File: src/rtl/nps_pkg.sv
package nps_pkg;

    typedef enum logic [1:0] {
        PH_IDLE   = 2'd0,
        PH_COARSE = 2'd1,
        PH_FINE   = 2'd2
    } phase_e;

    localparam int MODE_REPEAT_BIT = 0;
    localparam int MODE_PWM_BIT    = 1;

endpackage

File: src/rtl/nps_tick_div.sv
// Tick divider: the code selects a power-of-two divide ratio.
module nps_tick_div #(
    parameter int CODE_W  = 3,
    parameter int MAX_LG2 = 10
) (
    input  logic              clk_i,
    input  logic              rst_ni,
    input  logic              clear_i,
    input  logic [CODE_W-1:0] code_i,
    output logic              tick_o
);
    localparam int CNT_W = MAX_LG2;

    typedef struct packed {
        logic [CNT_W-1:0] cnt;
    } div_t;

    div_t             d, q;
    logic             valid;
    int unsigned      lg;
    logic [CNT_W-1:0] lim;

    always_comb begin
        valid = 1'b1;
        lg    = 0;
        case (code_i)
            CODE_W'(1): lg = 0;
            CODE_W'(2): lg = 3;
            CODE_W'(3): lg = 6;
            CODE_W'(4): lg = 8;
            CODE_W'(5): lg = MAX_LG2;
            default: begin
                valid = 1'b0;
                lg    = 0;
            end
        endcase
        lim    = CNT_W'((32'd1 << lg) - 32'd1);
        tick_o = valid && (q.cnt == lim);

        d = q;
        if (clear_i) begin
            d.cnt = '0;
        end else if (valid) begin
            d.cnt = tick_o ? '0 : q.cnt + CNT_W'(1);
        end
    end

    always_ff @(posedge clk_i or negedge rst_ni) begin
        if (!rst_ni) q <= '0;
        else         q <= d;
    end
endmodule

File: src/rtl/nps_phase_ctl.sv
// Attack/hold phase controller: coarse wraps, fine remainder, end-of-phase actions.
module nps_phase_ctl
    import nps_pkg::*;
#(
    parameter int W = 8
) (
    input  logic         clk_i,
    input  logic         rst_ni,
    input  logic         tick_i,
    input  logic         start_i,
    input  logic         note_off_i,
    input  logic [W-1:0] coarse_i,
    input  logic [W-1:0] fine_i,
    input  logic [1:0]   mode_i,
    output phase_e       phase_o,
    output logic         attack_o,
    output logic         hold_static_o,
    output logic         pwm_run_o
);
    localparam logic [W:0] ONE_X = (W+1)'(1);

    typedef struct packed {
        phase_e       phase;
        logic [W-1:0] tcnt;
        logic [W-1:0] top;
        logic [W-1:0] ccnt;
        logic         attack;
        logic         hold_st;
        logic         pwm_run;
    } ctl_t;

    ctl_t d, q;
    logic match;
    logic coarse_nz;

    always_comb begin
        d         = q;
        coarse_nz = (coarse_i != '0);
        match     = tick_i && (q.phase != PH_IDLE) && (q.tcnt == q.top);

        if (tick_i && q.phase != PH_IDLE) begin
            d.tcnt = match ? '0 : q.tcnt + W'(1);
        end

        if (match) begin
            case (q.phase)
                PH_COARSE: begin
                    d.ccnt = q.ccnt + W'(1);
                    if (({1'b0, q.ccnt} + ONE_X) >= {1'b0, coarse_i}) begin
                        d.phase = PH_FINE;
                        d.top   = fine_i;
                    end
                end
                PH_FINE: begin
                    if (mode_i[MODE_REPEAT_BIT]) begin
                        d.phase   = coarse_nz ? PH_COARSE : PH_FINE;
                        d.top     = coarse_nz ? '1 : fine_i;
                        d.tcnt    = '0;
                        d.ccnt    = '0;
                        d.attack  = !q.attack;
                        d.pwm_run = 1'b1;
                        d.hold_st = 1'b0;
                    end else begin
                        d.attack = 1'b0;
                        d.phase  = PH_IDLE;
                        if (mode_i[MODE_PWM_BIT]) begin
                            d.pwm_run = 1'b1;
                            d.hold_st = 1'b0;
                        end else begin
                            d.pwm_run = 1'b0;
                            d.hold_st = 1'b1;
                        end
                    end
                end
                default: ;
            endcase
        end

        if (start_i) begin
            d.phase  = coarse_nz ? PH_COARSE : PH_FINE;
            d.top    = coarse_nz ? '1 : fine_i;
            d.tcnt   = '0;
            d.ccnt   = '0;
            d.attack = 1'b1;
        end

        if (note_off_i) begin
            d.pwm_run = 1'b0;
            d.hold_st = 1'b0;
        end
    end

    always_ff @(posedge clk_i or negedge rst_ni) begin
        if (!rst_ni) begin
            q       <= '0;
            q.phase <= PH_IDLE;
        end else begin
            q <= d;
        end
    end

    assign phase_o       = q.phase;
    assign attack_o      = q.attack;
    assign hold_static_o = q.hold_st;
    assign pwm_run_o     = q.pwm_run;
endmodule

File: src/rtl/nps_pwm_gen.sv
// PWM generator with staged duty/period that take effect at counter wrap.
module nps_pwm_gen #(
    parameter int           W        = 8,
    parameter logic [W-1:0] RST_DUTY = W'(127),
    parameter logic [W-1:0] RST_FREQ = W'(254)
) (
    input  logic         clk_i,
    input  logic         rst_ni,
    input  logic         load_i,
    input  logic [W-1:0] duty_i,
    input  logic [W-1:0] freq_i,
    output logic         level_o,
    output logic [W-1:0] cnt_o,
    output logic [W-1:0] duty_o,
    output logic [W-1:0] freq_o
);
    typedef struct packed {
        logic [W-1:0] cnt;
        logic [W-1:0] duty;
        logic [W-1:0] freq;
        logic         pend;
        logic [W-1:0] duty_stg;
        logic [W-1:0] freq_stg;
    } pwm_t;

    pwm_t d, q;
    logic wrap;

    always_comb begin
        d    = q;
        wrap = (q.cnt >= q.freq);
        d.cnt = wrap ? '0 : q.cnt + W'(1);
        if (wrap && q.pend) begin
            d.duty = q.duty_stg;
            d.freq = q.freq_stg;
            d.pend = 1'b0;
        end
        if (load_i) begin
            d.pend     = 1'b1;
            d.duty_stg = duty_i;
            d.freq_stg = freq_i;
        end
    end

    always_ff @(posedge clk_i or negedge rst_ni) begin
        if (!rst_ni) begin
            q      <= '0;
            q.duty <= RST_DUTY;
            q.freq <= RST_FREQ;
        end else begin
            q <= d;
        end
    end

    assign level_o = (q.cnt < q.duty);
    assign cnt_o   = q.cnt;
    assign duty_o  = q.duty;
    assign freq_o  = q.freq;
endmodule

File: src/rtl/note_phase_seq.sv
module note_phase_seq
    import nps_pkg::*;
#(
    parameter int W       = 8,
    parameter int CODE_W  = 3,
    parameter int MAX_LG2 = 10
) (
    input  logic              clk_i,
    input  logic              rst_ni,
    input  logic              start_i,
    input  logic              note_off_i,
    input  logic [W-1:0]      coarse_i,
    input  logic [W-1:0]      fine_i,
    input  logic [CODE_W-1:0] prescale_i,
    input  logic [1:0]        mode_i,
    input  logic [W-1:0]      duty_i,
    input  logic [W-1:0]      freq_i,
    input  logic              pwm_load_i,
    output logic              attack_o,
    output logic              hold_o,
    output logic [1:0]        phase_o,
    output logic [1:0]        state_o
);
    logic         tick;
    phase_e       phase;
    logic         hold_st;
    logic         pwm_run;
    logic         pwm_level;
    logic [W-1:0] pwm_cnt;
    logic [W-1:0] pwm_duty;
    logic [W-1:0] pwm_freq;

    nps_tick_div #(.CODE_W(CODE_W), .MAX_LG2(MAX_LG2)) div_i (
        .clk_i   (clk_i),
        .rst_ni  (rst_ni),
        .clear_i (start_i),
        .code_i  (prescale_i),
        .tick_o  (tick)
    );

    nps_phase_ctl #(.W(W)) ctl_i (
        .clk_i         (clk_i),
        .rst_ni        (rst_ni),
        .tick_i        (tick),
        .start_i       (start_i),
        .note_off_i    (note_off_i),
        .coarse_i      (coarse_i),
        .fine_i        (fine_i),
        .mode_i        (mode_i),
        .phase_o       (phase),
        .attack_o      (attack_o),
        .hold_static_o (hold_st),
        .pwm_run_o     (pwm_run)
    );

    nps_pwm_gen #(.W(W)) pwm_i (
        .clk_i   (clk_i),
        .rst_ni  (rst_ni),
        .load_i  (pwm_load_i),
        .duty_i  (duty_i),
        .freq_i  (freq_i),
        .level_o (pwm_level),
        .cnt_o   (pwm_cnt),
        .duty_o  (pwm_duty),
        .freq_o  (pwm_freq)
    );

    assign phase_o = phase;
    assign hold_o  = pwm_run ? pwm_level : hold_st;
    assign state_o = {pwm_run | hold_st, attack_o};
endmodule

File: config.mk
export PLATFORM = sky130hd
export DESIGN_NAME = note_phase_seq
export DESIGN_NICKNAME = d
export VERILOG_FILES = /design/src/rtl/nps_pkg.sv /design/src/rtl/nps_tick_div.sv /design/src/rtl/nps_phase_ctl.sv /design/src/rtl/nps_pwm_gen.sv /design/src/rtl/note_phase_seq.sv
export SDC_FILE = /design/constraint.sdc
export NUM_CORES = 1
export LEC_CHECK = 0
export ABC_AREA = 1
export CAP_MARGIN = 5
export CORE_MARGIN = 2
export CORE_UTILIZATION = 40
export DETAILED_ROUTE_END_ITERATION = 16
export HOLD_SLACK_MARGIN = 0.06
export PLACE_DENSITY = 0.61
export SKIP_LAST_GASP = 1
export SYNTH_ARGS = -nofsm -noshare
export SYNTH_HDL_FRONTEND = slang
export SYNTH_HIERARCHICAL = 1
export SYNTH_SLANG_ARGS = --single-unit
File: constraint.sdc
create_clock -name clk_i -period 6.4 [get_ports clk_i]
set_input_delay 0.64 -clock clk_i [delete_from_list [all_inputs] [get_ports clk_i]]
set_output_delay 0.64 -clock clk_i [all_outputs]
set_load 0.1 [all_outputs]
### Word level (Yosys, flattened, before mapping)

Index checks and enable logic that the tools add are counted.

| cells by class | value |
|---|---|
| bitwise logic cells | 1 |
| magnitude comparators | 3 |
| equal/unequal tests | 11 |
| add/sub/neg operators | 6 |
| shifts and indexed selects | 1 |
| muxes and demuxes | 26 |
| reductions and logical operators | 20 |

Operators by type and width:

| operator | count |
|---|---|
| $mux W8 | 6 |
| $pmux W16 S2 | 1 |
| $mux W10 | 3 |
| $mux W29 | 1 |
| $mux W27 | 1 |
| $add A8 B1 Y8 const B | 3 |
| $mux W24 | 1 |
| $mux W17 | 1 |
| $pmux W4 S4 | 1 |
| $reduce_bool A2 Y1 | 7 |
| $add A10 B1 Y10 const B | 1 |
| $eq A10 B10 Y1 | 1 |
| $mux W2 | 5 |
| $shl A1 B4 Y10 const A | 1 |
| $sub A10 B1 Y10 const B | 1 |
| $add A8 B1 Y9 const B | 1 |
| $ge A9 B8 Y1 | 1 |
| $eq A8 B8 Y1 | 1 |
| $ge A8 B8 Y1 | 1 |
| $lt A8 B8 Y1 | 1 |
| $reduce_bool A8 Y1 | 1 |
| $eq A3 B2 Y1 const B | 2 |
| $eq A3 B3 Y1 const B | 2 |
| $mux W3 | 2 |
| 15 further kinds | 22 |

| word-level totals | value |
|---|---|
| bits of input ports | 42 |
| output and inout port bits | 6 |
| flip-flop bits (word level) | 80 |
| logic and storage cells | 82 |

### Depth between registers and ports, before layout

| logic depth | value |
|---|---|
| depth after elaboration | 14 |
| gate-level depth with buffers | 22 |
| depth with buffers taken out | 22 |

### Hierarchy

The synthesis kept the hierarchy.

Modules (own cells, without submodules):

| module | cells an instance | times used | sequential area each (um2) | area an instance (um2) |
|---|---|---|---|---|
| nps_pwm_gen | 267 | 1 | 1043.5 | 2233.4 |
| nps_phase_ctl | 319 | 1 | 725.7 | 2152.1 |
| nps_tick_div | 149 | 1 | 250.2 | 927.1 |
| note_phase_seq | 6 | 1 | 0.0 | 28.8 |

### Least setup slack after synthesis

Ideal clock, no wire load.

| timing | value |
|---|---|
| kind | input -> register |
| from | in prescale_i[1] |
| to | reg ctl_i/q[11] (netlist bit) |
| setup time | 0.118 ns |
| buffers on the path | 0 |
| path slack | 3.696 ns |
| cell stages on the path | 21 |
| required time | 6.282 ns |
| arrival | 2.586 ns |
| path through | inv_2 ha_1 inv_1 o21ai_0 nand2_1 nor2_1 nand3_1 nor2_4 nand3_1 a21oi_1 inv_1 nor2_4 nand3_2 nor2_4 nand2_4 nand2_8 nand2_4 clkinv_4 nand2_2 nand2_1 nand2_1 |

| on the way | value |
|---|---|
| cells in the longest elaborated chain, start to end | 10 |
| elaborated cells between the ends (all ways) | 16 |
| those cells by class | add/sub: 1; eq/ne: 6; shift: 1; mux: 2; reduce/logical: 6 |

RTL lines:

| item | RTL line | text |
|---|---|---|
| start: declaration | note_phase_seq.sv:14 | `input logic [CODE_W-1:0] prescale_i,` |
| $eq A3 B3 Y1 or $eq A3 B2 Y1 (tied branches) | nps_tick_div.sv:26 | `case (code_i)` |
| $pmux W4 S4 | nps_tick_div.sv:26 |  |
| $shl A1 B4 Y10 | nps_tick_div.sv:37 | `lim = CNT_W'((32'd1 << lg) - 32'd1);` |
| $sub A10 B1 Y10 | nps_tick_div.sv:37 |  |
| $eq A10 B10 Y1 | nps_tick_div.sv:38 | `tick_o = valid && (q.cnt == lim);` |
| $logic_and A1 B1 Y1 * | nps_tick_div.sv:38 |  |
| net tick | note_phase_seq.sv:24 | `logic tick;` |
| $logic_and A1 B1 Y1 * (2 in series) | nps_phase_ctl.sv:39 | `match = tick_i && (q.phase != PH_IDLE) && (q.tcnt == q.top);` |
| $reduce_bool A2 Y1 (no line) * | -- |  |
| $reduce_and A4 Y1 (no line) * | -- |  |
| end: declaration | nps_phase_ctl.sv:32 | `ctl_t d, q;` |

The timed path passes the listed nets; every way through them passes the cells marked *.
A chain may end at the register's enable or synchronous reset.

### Worst setup path in the final report

| timing | value |
|---|---|
| from | reg pwm_i.q (netlist bit pwm_i/duty_o[3]) |
| to | out hold_o |

| on the way | value |
|---|---|
| cells in the longest elaborated chain, start to end | 2 |

RTL lines:

| item | RTL line | text |
|---|---|---|
| start: declaration | nps_pwm_gen.sv:26 | `pwm_t d, q;` |
| $lt A8 B8 Y1 | nps_pwm_gen.sv:55 | `assign level_o = (q.cnt < q.duty);` |
| net pwm_level | note_phase_seq.sv:28 | `logic pwm_level;` |
| $mux W1 | note_phase_seq.sv:69 | `assign hold_o = pwm_run ? pwm_level : hold_st;` |
| end: declaration | note_phase_seq.sv:20 | `output logic hold_o,` |

The timed path passes the listed nets, and every way through them passes these cells.

==> summary.txt <==
=======================================================================================
Status                                                                     finished clean
Data required time of the worst path                                            5.76 ns
Clock period minus worst slack                                                 3.522 ns
GR Layer Usage met2                                                              31.10%
Layer carrying the most global-route usage                                         met2
Maximum clock insertion buffer count                                                  2
Share of layout cells above drive strength 1                                     8.804%
Pleak                                                                          3.092 nW
Global routing met1 resource utilization                                         20.87%
Residual DRC count                                                                    0
Count of H-tree levels built during CTS                                               3
Number of global-route vias before repair                                          4450
Later-pin clock latency in the skew report                                      0.34 ns
Post-detailed-placement half-perimeter wirelength                              8.527 mm
Kind of end point of the critical path                                       output pin
Diodes inserted                                                                       0
Slowest-stage cell, CP                                                     sky130_fd_sc_hd__clkdlybuf4s50_1
Reg2Reg Launch Point                                                         div_i/q[6]
Worst-case vdd ir drop                                                        0.1291 mV
Final count of hold timing violations                                                 0
Path type of the worst min-delay path                                           reg2reg
Clock sink total                                                                     80
Worst hold slack                                                              0.4631 ns
Gate family responsible for the most delay along the worst path            buffers and inverters
Worst-margin pin slew                                                          1.021 ns
Count of buffers from port buffering                                                 47
Final routed wire length divided by cell count                                 12.16 µm
Remaining max-slew budget at the tightest pin                                    31.92%
DR vias                                                                            4516
Remaining global-route overflow                                                       0
Syn Inst Count                                                                      717
Total power density per cell area                                          282.8 nW/µm²
Fill cell count                                                                    1294
Buffers plus inverters on the worst setup path                                        2
Area of combinational cells with multiple inputs                               2658 µm²
Highest fanout seen on the critical path                                              2
Via-to-Cell Ratio                                                                 4.840
Setup repair after global routing missed its margin                               false
Critical hold path startpoint                                              pwm_i/freq_o[4]
Number of maximum-capacitance constraint violations                                   0
Reg clk slew, reported paths                                                    0.06 ns
Critical Path AT                                                                2.88 ns
Die area                                                                      13830 µm²
List of cells traversed by the critical path                               inv_1, ha_1, a21oi_1, o21ai_0, a21oi_1, nand2_1, nand2_1, clkdlybuf4s50_1
Netlist Area Pre-Place                                                         5161 µm²
Die height                                                                     117.6 µm
Total Wirelength                                                               11.35 mm
Final period utilization                                                         55.03%
Router iterations before antenna repair                                               5
Clock tree from TritonCTS                                                           yes
I/O Pins                                                                             48
Row cnt                                                                              41
Total of endpoints with negative setup slack in the final report                      0
Highest achievable clock rate                                                0.2839 GHz
Number of violations reported at the end of detailed-routing iteration 0            260
Global placement routability congestion                                          0.8693
Clock tree root buffer cell                                                sky130_fd_sc_hd__clkbuf_16
Number of CTS-inserted buffers                                                        9
Post-CTS Hold Buffers                                                                 0
Total core area                                                               12620 µm²
Width of the chip                                                              117.6 µm
Crit path kind                                                                  reg2out
Post-layout nets                                                                    827
Slowest stage delay, CP                                                         1.12 ns
Remaining number of nets flagged by the antenna check after routing                   0
Maximum number of pins on one net before global-route repair                         81
Number of max-slew violations in the final report                                     0
Initial Util                                                                     40.90%
Setup fix buffers added after clock tree synthesis                                    0
Synthesized area per cell                                                     7.198 µm²
Setup crit start                                                           pwm_i/duty_o[3]
Synthesized netlist net count                                                       788
Global-route usage over all layers                                               17.33%
GR Layer Usage met3                                                              3.924%
Final sum of negative setup slack                                                  0 ns
Number of antenna violations at the first check in global routing                     0
Seq. cell area                                                                 2019 µm²
Wire length of the first global-routing pass                                   19.86 mm
Ys Warns                                                                              6
Area overhead of the layout relative to synthesis                                16.36%
Number of gates resized after cts                                                     0
Launching element type of the critical path                                   flip-flop
Overall power consumption                                                      1.698 mW
Worst clock skew                                                            0.008341 ns
=======================================================================================
worst min-delay path, stage by stage, from the launching register on:
cell and delay, ns:
sky130_fd_sc_hd__dfstp_2 0.37, sky130_fd_sc_hd__nand2_1 0.05, sky130_fd_sc_hd__nand2_1 0.04
sequential cells by signal (all words and copies together), names as in the netlist, 2 cells and up:
signal / cells
pwm_i/q: 17
pwm_i/cnt_o: 8
pwm_i/duty_o: 8
ctl_i/phase_o: 2
pwm_i/freq_o: 8
ctl_i/q: 24
div_i/q: 10
stage by stage:
stage          setup slack [ns]  instances  area (µm²)  utilization [%]
4_1_cts                   2.869        933        6006            47.59
3_5_place_dp              2.680        917        5714            45.28
2_1_floorplan             3.696        717        5161                -
6_report                  2.878        933        6006            47.59
5_1_grt                   2.728        933        6006            47.59
3_3_place_gp              2.828        917        5714            45.28
where the power goes:
part | internal (mW) | leakage [nW] | switching [mW] | total (mW)
registers | 0.620 | 1.00 | 0.0720 | 0.692
logic | 0.185 | 1.95 | 0.323 | 0.508
clock network | 0.288 | 0.138 | 0.210 | 0.499
total | 1.09 | 3.09 | 0.606 | 1.70
area by class of cell:
cell class	count	area share, %
Timing Repair Buffer	47	7.792
Multi-Input combinational cell	525	44.25
Clock buffer	11	4.229
Tap cell	172	3.583
Sequential cell	80	33.63
Inverter	93	5.896
Clock inverter	5	0.6250
cells in the final DEF, fill, tap and decap left out, types with 3 or more instances in the layout:
cell type                           n
sky130_fd_sc_hd__a21oi_1           16
sky130_fd_sc_hd__clkbuf_16         10
sky130_fd_sc_hd__clkdlybuf4s50_1   46
sky130_fd_sc_hd__dfrtp_1           66
sky130_fd_sc_hd__dfstp_2           14
sky130_fd_sc_hd__ha_1              29
sky130_fd_sc_hd__inv_1             82
sky130_fd_sc_hd__inv_2              8
sky130_fd_sc_hd__nand2_1          274
sky130_fd_sc_hd__nand2_2            3
sky130_fd_sc_hd__nand2_4            4
sky130_fd_sc_hd__nand3_1           74
sky130_fd_sc_hd__nand3_2            3
sky130_fd_sc_hd__nand4_1            5
sky130_fd_sc_hd__nor2_1            48
sky130_fd_sc_hd__nor2_2             7
sky130_fd_sc_hd__nor2_4             4
sky130_fd_sc_hd__nor3_1            11
sky130_fd_sc_hd__o21ai_0           15
sky130_fd_sc_hd__o21ai_1            4
sky130_fd_sc_hd__xnor2_1            4
sky130_fd_sc_hd__xor2_1             9
final timing paths:
kind,end,slack [ns],cells past startpoint
worst min register to register,pwm_i/freq_o[4],0.46,2
min in group asynchronous,pwm_i/q[1],0.47,1
worst max-delay path,hold_o,2.88,8
worst max register to register,ctl_i/q[18],3.78,18
worst min-delay path,pwm_i/freq_o[4],0.46,2
max in group asynchronous,pwm_i/cnt_o[2],5.27,1
per-layer routing:
metal	vias up	part of all wire, %
met5	-	0
met4	0	1.3
met3	11	3.5
met2	61	50
met1	2116	45
li1	2328	-
Note: power is estimated with default switching activity, not from simulation.
